==> src/rtl/pd_hold_pkg.sv <==
package pd_hold_pkg;
  typedef enum logic {
    PD_LIVE = 1'b0,
    PD_HELD = 1'b1
  } hold_state_e;
endpackage

==> src/rtl/pd_sync.sv <==
module pd_sync #(
  parameter int unsigned STAGES = 2
) (
  input  logic clk_i,
  input  logic rst_ni,
  input  logic d_i,
  output logic q_o
);
  logic [STAGES-1:0] sr_q;

  generate
    if (STAGES == 1) begin : g_one
      always_ff @(posedge clk_i or negedge rst_ni) begin
        if (!rst_ni) sr_q <= '0;
        else         sr_q <= d_i;
      end
    end else begin : g_chain
      always_ff @(posedge clk_i or negedge rst_ni) begin
        if (!rst_ni) sr_q <= '0;
        else         sr_q <= {sr_q[STAGES-2:0], d_i};
      end
    end
  endgenerate

  assign q_o = sr_q[STAGES-1];
endmodule

==> src/rtl/pd_in_gate.sv <==
module pd_in_gate #(
  parameter int unsigned N_IN = 8
) (
  input  logic            clk_i,
  input  logic            rst_ni,
  input  logic            pd_en_i,
  input  logic            pd_req_i,
  input  logic [N_IN-1:0] pins_i,
  input  logic            pd_pin_i,
  output logic [N_IN-1:0] core_in_o,
  output logic            core_pd_pin_o,
  output logic            activity_o
);
  logic [N_IN-1:0] in_q;
  logic            pdp_q;

  // per-pin capture, blocked while frozen
  for (genvar i = 0; i < N_IN; i++) begin : g_pin
    always_ff @(posedge clk_i or negedge rst_ni) begin
      if (!rst_ni)        in_q[i] <= 1'b0;
      else if (!pd_req_i) in_q[i] <= pins_i[i];
    end
  end

  // pd pin is removed from logic use when the feature is on
  always_ff @(posedge clk_i or negedge rst_ni) begin
    if (!rst_ni) pdp_q <= 1'b0;
    else         pdp_q <= pd_pin_i & ~pd_en_i;
  end

  assign core_in_o     = in_q;
  assign core_pd_pin_o = pdp_q;
  assign activity_o    = (~pd_req_i & (pins_i != in_q)) |
                         (~pd_en_i & (pd_pin_i != pdp_q));

  assert_frozen_R5: assert property (@(posedge clk_i) disable iff (!rst_ni)
    pd_req_i |=> $stable(core_in_o));
  assert_pass_R2: assert property (@(posedge clk_i) disable iff (!rst_ni)
    !pd_req_i |=> core_in_o == $past(pins_i));
  assert_pin_hidden_R3: assert property (@(posedge clk_i) disable iff (!rst_ni)
    pd_en_i |=> !core_pd_pin_o);
endmodule

==> src/rtl/pd_out_hold.sv <==
module pd_out_hold
  import pd_hold_pkg::*;
#(
  parameter int unsigned N_OUT = 8
) (
  input  logic             clk_i,
  input  logic             rst_ni,
  input  logic             pd_req_i,
  input  logic [N_OUT-1:0] core_out_i,
  input  logic [N_OUT-1:0] core_oe_i,
  output logic [N_OUT-1:0] pad_out_o,
  output logic [N_OUT-1:0] pad_oe_o
);
  hold_state_e      st_q;
  logic [N_OUT-1:0] out_q;
  logic [N_OUT-1:0] oe_q;

  always_ff @(posedge clk_i or negedge rst_ni) begin
    if (!rst_ni) begin
      st_q  <= PD_LIVE;
      out_q <= '0;
      oe_q  <= '0;
    end else begin
      // shadow tracks the core while live; freezes on the entry edge value
      if (st_q == PD_LIVE) begin
        out_q <= core_out_i;
        oe_q  <= core_oe_i;
      end
      st_q <= pd_req_i ? PD_HELD : PD_LIVE;
    end
  end

  assign pad_out_o = (st_q == PD_HELD) ? out_q : core_out_i;
  assign pad_oe_o  = (st_q == PD_HELD) ? oe_q  : core_oe_i;

  assert_data_held_R6: assert property (@(posedge clk_i) disable iff (!rst_ni)
    (st_q == PD_HELD) && pd_req_i |=> $stable(pad_out_o));
  assert_hiz_kept_R7: assert property (@(posedge clk_i) disable iff (!rst_ni)
    (st_q == PD_HELD) && pd_req_i && (pad_oe_o == '0) |=> pad_oe_o == '0);
  assert_released_R8: assert property (@(posedge clk_i) disable iff (!rst_ni)
    !pd_req_i |=> st_q == PD_LIVE);
endmodule

==> src/rtl/pd_idle_det.sv <==
module pd_idle_det #(
  parameter int unsigned IDLE_CYCLES = 16
) (
  input  logic clk_i,
  input  logic rst_ni,
  input  logic activity_i,
  output logic standby_o
);
  localparam int unsigned CNT_W = $clog2(IDLE_CYCLES + 1);
  localparam logic [CNT_W-1:0] LIMIT = CNT_W'(IDLE_CYCLES);

  logic [CNT_W-1:0] cnt_q;

  always_ff @(posedge clk_i or negedge rst_ni) begin
    if (!rst_ni)             cnt_q <= '0;
    else if (activity_i)     cnt_q <= '0;
    else if (cnt_q != LIMIT) cnt_q <= cnt_q + 1'b1;
  end

  assign standby_o = (cnt_q == LIMIT);

  assert_wake_R10: assert property (@(posedge clk_i) disable iff (!rst_ni)
    activity_i |=> !standby_o);
  assert_sleep_R9: assert property (@(posedge clk_i) disable iff (!rst_ni)
    (cnt_q == LIMIT - 1'b1) && !activity_i |=> standby_o);
endmodule

==> src/rtl/pd_hold_ctrl.sv <==
module pd_hold_ctrl #(
  parameter int unsigned N_IN        = 8,
  parameter int unsigned N_OUT       = 8,
  parameter int unsigned SYNC_STAGES = 2,
  parameter int unsigned IDLE_CYCLES = 16
) (
  input  logic             clk_i,
  input  logic             rst_ni,
  input  logic             pd_en_i,
  input  logic             pd_pin_i,
  input  logic [N_IN-1:0]  pins_i,
  input  logic [N_OUT-1:0] core_out_i,
  input  logic [N_OUT-1:0] core_oe_i,
  output logic [N_IN-1:0]  core_in_o,
  output logic             core_pd_pin_o,
  output logic [N_OUT-1:0] pad_out_o,
  output logic [N_OUT-1:0] pad_oe_o,
  output logic             standby_o
);
  logic pd_sync;
  logic pd_req;
  logic activity;

  pd_sync #(.STAGES(SYNC_STAGES)) i_sync (
    .clk_i (clk_i),
    .rst_ni(rst_ni),
    .d_i   (pd_pin_i),
    .q_o   (pd_sync)
  );

  assign pd_req = pd_en_i & pd_sync;

  pd_in_gate #(.N_IN(N_IN)) i_in_gate (
    .clk_i        (clk_i),
    .rst_ni       (rst_ni),
    .pd_en_i      (pd_en_i),
    .pd_req_i     (pd_req),
    .pins_i       (pins_i),
    .pd_pin_i     (pd_pin_i),
    .core_in_o    (core_in_o),
    .core_pd_pin_o(core_pd_pin_o),
    .activity_o   (activity)
  );

  pd_out_hold #(.N_OUT(N_OUT)) i_out_hold (
    .clk_i     (clk_i),
    .rst_ni    (rst_ni),
    .pd_req_i  (pd_req),
    .core_out_i(core_out_i),
    .core_oe_i (core_oe_i),
    .pad_out_o (pad_out_o),
    .pad_oe_o  (pad_oe_o)
  );

  pd_idle_det #(.IDLE_CYCLES(IDLE_CYCLES)) i_idle (
    .clk_i     (clk_i),
    .rst_ni    (rst_ni),
    .activity_i(activity),
    .standby_o (standby_o)
  );

  assert_no_req_when_off_R3: assert property (@(posedge clk_i) disable iff (!rst_ni)
    !pd_en_i |-> !pd_req);
  assert_gated_input_R4: assert property (@(posedge clk_i) disable iff (!rst_ni)
    pd_en_i && pd_sync |=> $stable(core_in_o));
endmodule

==> config.mk <==
export PLATFORM = sky130hd
export DESIGN_NAME = pd_hold_ctrl
export DESIGN_NICKNAME = d
export VERILOG_FILES = /design/src/rtl/pd_hold_pkg.sv /design/src/rtl/pd_sync.sv /design/src/rtl/pd_in_gate.sv /design/src/rtl/pd_out_hold.sv /design/src/rtl/pd_idle_det.sv /design/src/rtl/pd_hold_ctrl.sv
export SDC_FILE = /design/constraint.sdc
export NUM_CORES = 1
export LEC_CHECK = 0
export ABC_CLOCK_PERIOD_IN_PS = 2100
export BUFFER_PORTS_ARGS = -buffer_cell sky130_fd_sc_hd__buf_2
export CAP_MARGIN = 10
export CORE_MARGIN = 4
export CORE_UTILIZATION = 39
export DETAILED_ROUTE_END_ITERATION = 6
export PLACE_DENSITY_LB_ADDON = 0.12
export SYNTH_ARGS = -nofsm -noshare
export SYNTH_HDL_FRONTEND = slang
export SYNTH_HIERARCHICAL = 1
export SYNTH_SLANG_ARGS = --single-unit
==> constraint.sdc <==
create_clock -name clk_i -period 2.1 [get_ports clk_i]
set_input_delay 0.42 -clock clk_i [delete_from_list [all_inputs] [get_ports clk_i]]
set_output_delay 0.42 -clock clk_i [all_outputs]
set_load 0.02 [all_outputs]
==> flow_summary_export.csv, run 1 <==
group,metric,value,unit
synthesis,synth-compound-area-share,0.0102,
clocking,cts.hold.buffers_added,0,
clocking,ctsLongestPathBuffers,2,
placed_design,gp_congestion,0.682,
clocking,cts.sinks,33,
drt,detail_route.iter0.violations,19,
sta,setup_viol,0,
layout,area_growth,26.3,%
sta,worst_pin_slew,707,ps
sta,clock.fmax,546,MHz
grt,grt_pass1_vias,973,
drt,ant_nets,0,
drt,drc,0,
critical_path,r2r_end,"i_idle/cnt_q[3]",
layout,drive_above_1_share,0.580,
critical_path,worstSetupStartpointType,"flop",
flow_run,cap_violations,0,
critical_path,r2r_start,"i_in_gate/core_in_o[7]",
synthesis,syn-num-nets,128,
layout,final_cell_area,1860,um^2
pwr,total_power,1460,uW
layout,final_nets,186,
drt,post_drt_wl_per_cell,12.5,um
synthesis,synth_top_family_by_area,"multiplexers",
placed_design,io_buffers,53,
die,fp.dieW,69.5,um
pwr,p_per_area,784,nW/um^2
placed_design,place_area,1760,um^2
critical_path,critPathMaxFanout,16,
critical_path,required,1680,ps
placed_design,post-dp-hpwl,1920,um
clocking,htreeDepth,2,
clocking,cts_resized,0,
outcome,status,"complete, no violations",
synthesis,syn_area,1480,um^2
synthesis,synth.ff_latch_count,33,
sta,slew_headroom,0.528,
synthesis,synth_xor_area_frac,0.0534,
clocking,cts_buffers,5,
grt,grt_pass1_wl,4450,um
die,std_cell_rows,22,
synthesis,synthCells,98,
clocking,cts-root-buf,"clkbuf_8",
die,core_area,3660,um^2
critical_path,ff2ff_path_depth,6,
sta,finalWorstPathRequiredPeriod,1830,ps
synthesis,synth_cell_types,20,
sta,finalHoldViolations,0,
drt,viasPerCell,4.49,
synthesis,yosys.area_share.simple,0.0772,
pwr,p_leak,0.000905,uW
sta,slew_violations,0,
sta,rsz0062_at_grt,"no",
critical_path,worstPathArrival,1410,ps
min_path,hp-class,"in -> async",
synthesis,synth.area.mux_share,0.241,
die,die_h,69.5,um
synthesis,ys_warn_count,6,
sta,layout_setup_ws,269,ps
pwr,peakVddDrop,485,uV
synthesis,synthAdderAreaFrac,0.0170,
drt,dr.pass1.iters,3,
critical_path,path_class,"reg -> out",
die,dieArea,4830,um^2
drt,vias,921,
grt,grtUsageTotal,0.117,
critical_path,critPathLaunch,"i_out_hold/st_q",
drt,wl,2550,um
critical_path,regToRegSetupSlack,290,ps
critical_path,end_kind,"output pin",
grt,grt_overflow,0,
die,io_pins,54,
synthesis,ys_seq_area_frac,0.560,
sta,setup_tns,0,ps
placed_design,pre_cts_ws,160,ps
sta,finalClockSkew,10.0,ps
die,start_util,0.403,
clocking,clk_latency,280,ps
grt,antenna_found_initial,0,
sta,min_period_over_period,0.872,
clocking,clk_pin_slew,70,ps
sta,fin_hold_ws,185,ps
clocking,cts_tree,"done",
layout,diodes,0,
clocking,postCtsSetupBuffers,0,
synthesis,syn_area_per_cell,15.1,um^2
grt,grt_max_degree,34,
worst max-delay path by stage:
stage | end | slack [ps]
floorplan | i_idle/cnt_q[2] | 510
global placement | i_idle/cnt_q[3] | 240
detailed placement | i_idle/cnt_q[3] | 160
CTS | pad_out_o[1] | 250
global route | i_idle/cnt_q[3] | 120
finish | pad_out_o[7] | 270
per-stage QoR:
| step | utilization | std cells |
|---|---|---|
| floorplan | - | 98 |
| global placement | 0.481 | 197 |
| detailed placement | 0.481 | 197 |
| CTS | 0.509 | 205 |
| global route | 0.509 | 205 |
| finish | 0.509 | 205 |
registers in the layout, summed over array words and instances (netlist names):
| name | cells |
|---|---|
| i_sync/sr_q | 2 |
| i_out_hold/st_q | 1 |
| i_out_hold/oe_q | 8 |
| i_idle/cnt_q | 5 |
| i_out_hold/out_q | 8 |
| i_in_gate/core_pd_pin_o | 1 |
| i_in_gate/core_in_o | 8 |
logic make-up (layout without fill, tap and decap cells):
family,count (synthesis),after routing
compound gates,2,2
xor+xnor,9,9
fa+ha+maj,2,2
buf+inv,6,65
flops,33,33
mux,28,28
simple gates,18,18
synth_stat cells, drive strengths merged:
cell     count  area, um^2
and2         1        6.26
and2b        3        22.5
and4bb       1        16.3
buf          4        53.8
dfrtp       33         826
ha           2        25.0
inv          2        7.51
mux2        27         345
mux2i        1        10.0
nand2b       2        12.5
nand3        2        10.0
nand4        2        12.5
nor2         5        18.8
nor2b        1        6.26
o22ai        1        6.26
o2bb2ai      1        8.76
or3b         1        8.76
xnor2        9        78.8
layer usage:
metal | routed length (um) | share of wire | global-route usage
met5 | 0 | 0 | 0
met4 | 46 | 0.018 | 0.0586
met3 | 233 | 0.091 | 0.0623
met2 | 1160 | 0.45 | 0.171
met1 | 1110 | 0.44 | 0.140
cell usage in the layout (no fill, tap or decap), drive strengths merged:
cell	synthesis	routed
buf	4	55
nand4	2	2
nand2b	2	2
o2bb2ai	1	1
xnor2	9	9
o22ai	1	1
nor2b	1	1
inv	2	2
and2b	3	3
clkinv	0	1
clkbuf	0	7
or3b	1	1
ha	2	2
mux2	27	27
and4bb	1	1
dfrtp	33	33
nand3	2	2
nor2	5	5
and2	1	1
mux2i	1	1
where the power goes:
group	switching [uW]	leakage (uW)	internal (uW)
combinational	127	0.000453	115
clock	221	0.0000542	296
sequential	21.2	0.000398	680
cell type report:
cell class | count | area [um^2]
Fill cell | 321 | 1800
Clock buffer | 7 | 96.3
Clock inverter | 1 | 5.00
Timing Repair Buffer | 55 | 280
Inverter | 2 | 7.51
Tap cell | 48 | 60.1
Sequential cell | 33 | 826
Multi-Input combinational cell | 59 | 588
worst max-delay path: stages (launching register included):
cell and delay (ps):
dfrtp_1 320, buf_4 260, mux2_2 380, buf_2 160
(Power assumes the default switching activity.)
==> run 2, diff against run 1 <==
- CORE_UTILIZATION: 39 -> 47
- SYNTH_HIERARCHICAL: 1 -> default
==> run 2 against run 1 <==
Sequential power is essentially flat; clock power decreased by 36%; cell count fell by 9.3%; highest routed layer unchanged; die area shrank 20%; clock skew down 6.2 ps; combinational power decreased by 4%; critical path depth grew 1; power fell by 14%; hold slack worse by 47 ps; sequential share of layout area up 3.1 points.
==> flow_summary_export.csv, run 2 <==
group,metric,value,unit
flow_run,cap_violations,0,
clocking,htreeDepth,2,
grt,grt_overflow,0,
critical_path,r2r_start,"i_idle.cnt_q[0]",
sta,min_period_over_period,0.930,
sta,slew_headroom,0.517,
clocking,cts-root-buf,"clkbuf_4",
synthesis,syn_area_per_cell,14.6,um^2
sta,rsz0062_at_grt,"no",
critical_path,required,1680,ps
sta,finalHoldViolations,0,
critical_path,critPathSlowestCell,"dfrtp_1",
die,std_cell_rows,19,
critical_path,regToRegSetupSlack,730,ps
synthesis,syn_area,1390,um^2
pwr,p_per_area,724,nW/um^2
clocking,cts.sinks,33,
drt,wl,2480,um
sta,setup_tns,0,ps
sta,slew_violations,0,
grt,grtUsageTotal,0.145,
synthesis,synthFlopType,"dfrtp_1",
drt,vias,895,
pwr,p_leak,0.000849,uW
critical_path,critPathLaunch,"i_idle.cnt_q[0]",
pwr,peakVddDrop,547,uV
layout,n_fill_cell,234,
synthesis,synth_top_cells_by_count,"33 x dfrtp_1, 22 x mux2_2, 10 x xor2_1",
grt,grt_max_degree,34,
clocking,clk_pin_slew,100,ps
synthesis,ys_warn_count,0,
die,dieArea,3890,um^2
sta,setup_viol,0,
sta,clock.fmax,512,MHz
clocking,clk_latency,330,ps
critical_path,crit_chain,"inv_1 -> ha_1 -> and4bb_1 -> buf_2",
drt,viasPerCell,4.81,
placed_design,io_buffers,53,
drt,dr.pass1.iters,5,
critical_path,ff2ff_path_depth,5,
critical_path,critPathMaxFanout,6,
clocking,cts_tree,"done",
sta,worst_pin_slew,725,ps
critical_path,end_kind,"output pin",
die,fp.dieW,62.3,um
drt,post_drt_wl_per_cell,13.3,um
sta,finalWorstPathRequiredPeriod,1950,ps
critical_path,crit_end,"standby_o",
clocking,cts_buffers,5,
placed_design,post-dp-hpwl,1840,um
synthesis,synth_edf_count,0,
placed_design,pre_cts_ws,510,ps
synthesis,ys_seq_area_frac,0.595,
grt,grt_pass1_wl,4450,um
clocking,cts_resized,0,
critical_path,path_class,"reg -> out",
layout,final_cell_mix,"53 x buf_2, 33 x dfrtp_1, 22 x mux2_2",
synthesis,synthCells,95,
layout,final_nets,184,
sta,layout_setup_ws,147,ps
clocking,ctsLongestPathBuffers,2,
die,die_h,62.3,um
sta,fin_hold_ws,138,ps
sta,finalClockSkew,3.83,ps
outcome,status,"complete, no violations",
synthesis,yosys.area.top_type,"dfrtp_1",
synthesis,syn-num-nets,125,
min_path,hp-class,"in -> async",
die,io_pins,54,
synthesis,synth_most_common_cell,"dfrtp_1",
critical_path,r2r_end,"i_idle.cnt_q[0]",
drt,detail_route.iter0.violations,13,
layout,drive_above_1_share,0.561,
grt,grt_pass1_vias,970,
layout,diodes,0,
synthesis,async_reset_ff_frac,1.00,
synthesis,synth_top_area_share,0.595,
drt,ant_nets,0,
critical_path,max_stage_delay,410,ps
critical_path,worstSetupStartpointType,"flop",
layout,final_common_cell,"buf_2",
synthesis,synth.ff_latch_count,33,
clocking,postCtsSetupBuffers,0,
critical_path,worstPathArrival,1530,ps
drt,drc,0,
layout,area_growth,25.4,%
die,start_util,0.499,
grt,antenna_found_initial,0,
clocking,cts.hold.buffers_added,0,
synthesis,synth_cell_types,21,
die,core_area,2780,um^2
placed_design,gp_congestion,0.715,
synthesis,synth_area_leaders,"dfrtp_1 60%, mux2_2 18%, xor2_1 6.3%",
run 2: cell count changes after synthesis, moves of 2 or more:
cell     delta
and2b_1     -3
buf_2       +2
buf_6       -3
mux2_1      +2
mux2_2      +6
mux2_4     -11
nand2_1     +4
nand4_1     -2
nor2_1      -2
xnor2_1     -7
xor2_1     +10
run 2: per-layer routing:
metal / part of all wire / track usage / up-vias / wire [um]
met5: 0 / 0 / - / 0
met4: 0.0093 / 0.0557 / 0 / 23
met3: 0.059 / 0.0595 / 5 / 147
met2: 0.49 / 0.232 / 24 / 1220
li1: - / - / 442 / -
met1: 0.44 / 0.173 / 424 / 1090
run 2: power by group:
part	switching, uW	total (uW)	internal (uW)
clock	202	330	127
combinational	133	232	98.9
sequential	19.6	699	679
run 2: final cells by class:
| cell class | count | area (um^2) | share of cell area |
|---|---|---|---|
| multi-input combinational | 57 | 541 | 0.311 |
| clock inverter | 2 | 10.0 | 0.00575 |
| tap | 31 | 38.8 | 0.0223 |
| clock buffer | 6 | 41.3 | 0.0237 |
| timing repair buffer | 54 | 273 | 0.157 |
| inverter | 3 | 11.3 | 0.00647 |
| sequential | 33 | 826 | 0.474 |
run 2: cell families after synthesis:
logic type                 after synthesis  synth area share
xor gates and xnor gates                12            0.0757
and+or+nand+nor                         15            0.0803
buffers and inverters                    5            0.0153
AOI/OAI and AO/OA                        4            0.0207
DFF                                     33             0.595
adders and majority gates                2            0.0180
muxes                                   24             0.195
run 2: worst max-delay path, delay by kind of cell (launching register included):
kind / cells / cell delay (ps)
flops: 1 / 410
simple gates: 1 / 340
buf+inv: 2 / 310
fa+ha+maj: 1 / 150
run 2: stage by stage:
| step | power, uW | utilization | cell area [um^2] | cells |
|---|---|---|---|---|
| floorplan | 854 | - | 1390 | 95 |
| finish | 1260 | 0.626 | 1740 | 186 |
| global placement | 942 | 0.607 | 1690 | 178 |
| global route | 1350 | 0.626 | 1740 | 186 |
| detailed placement | 948 | 0.607 | 1690 | 178 |
| CTS | 1290 | 0.626 | 1740 | 186 |
run 2: worst min-delay path by stage:
stage | depth (start not counted) | from | end | slack (ps)
finish | 1 | rst_ni | i_out_hold.out_q[1] | 140
global route | 1 | rst_ni | i_out_hold.out_q[4] | 160
global placement | 0 | i_sync.sr_q[0] | i_sync.sr_q[1] | 340
CTS | 1 | rst_ni | i_out_hold.out_q[3] | 150
floorplan | 0 | rst_ni | i_idle.cnt_q[0] | 120
detailed placement | 0 | i_sync.sr_q[0] | i_sync.sr_q[1] | 350
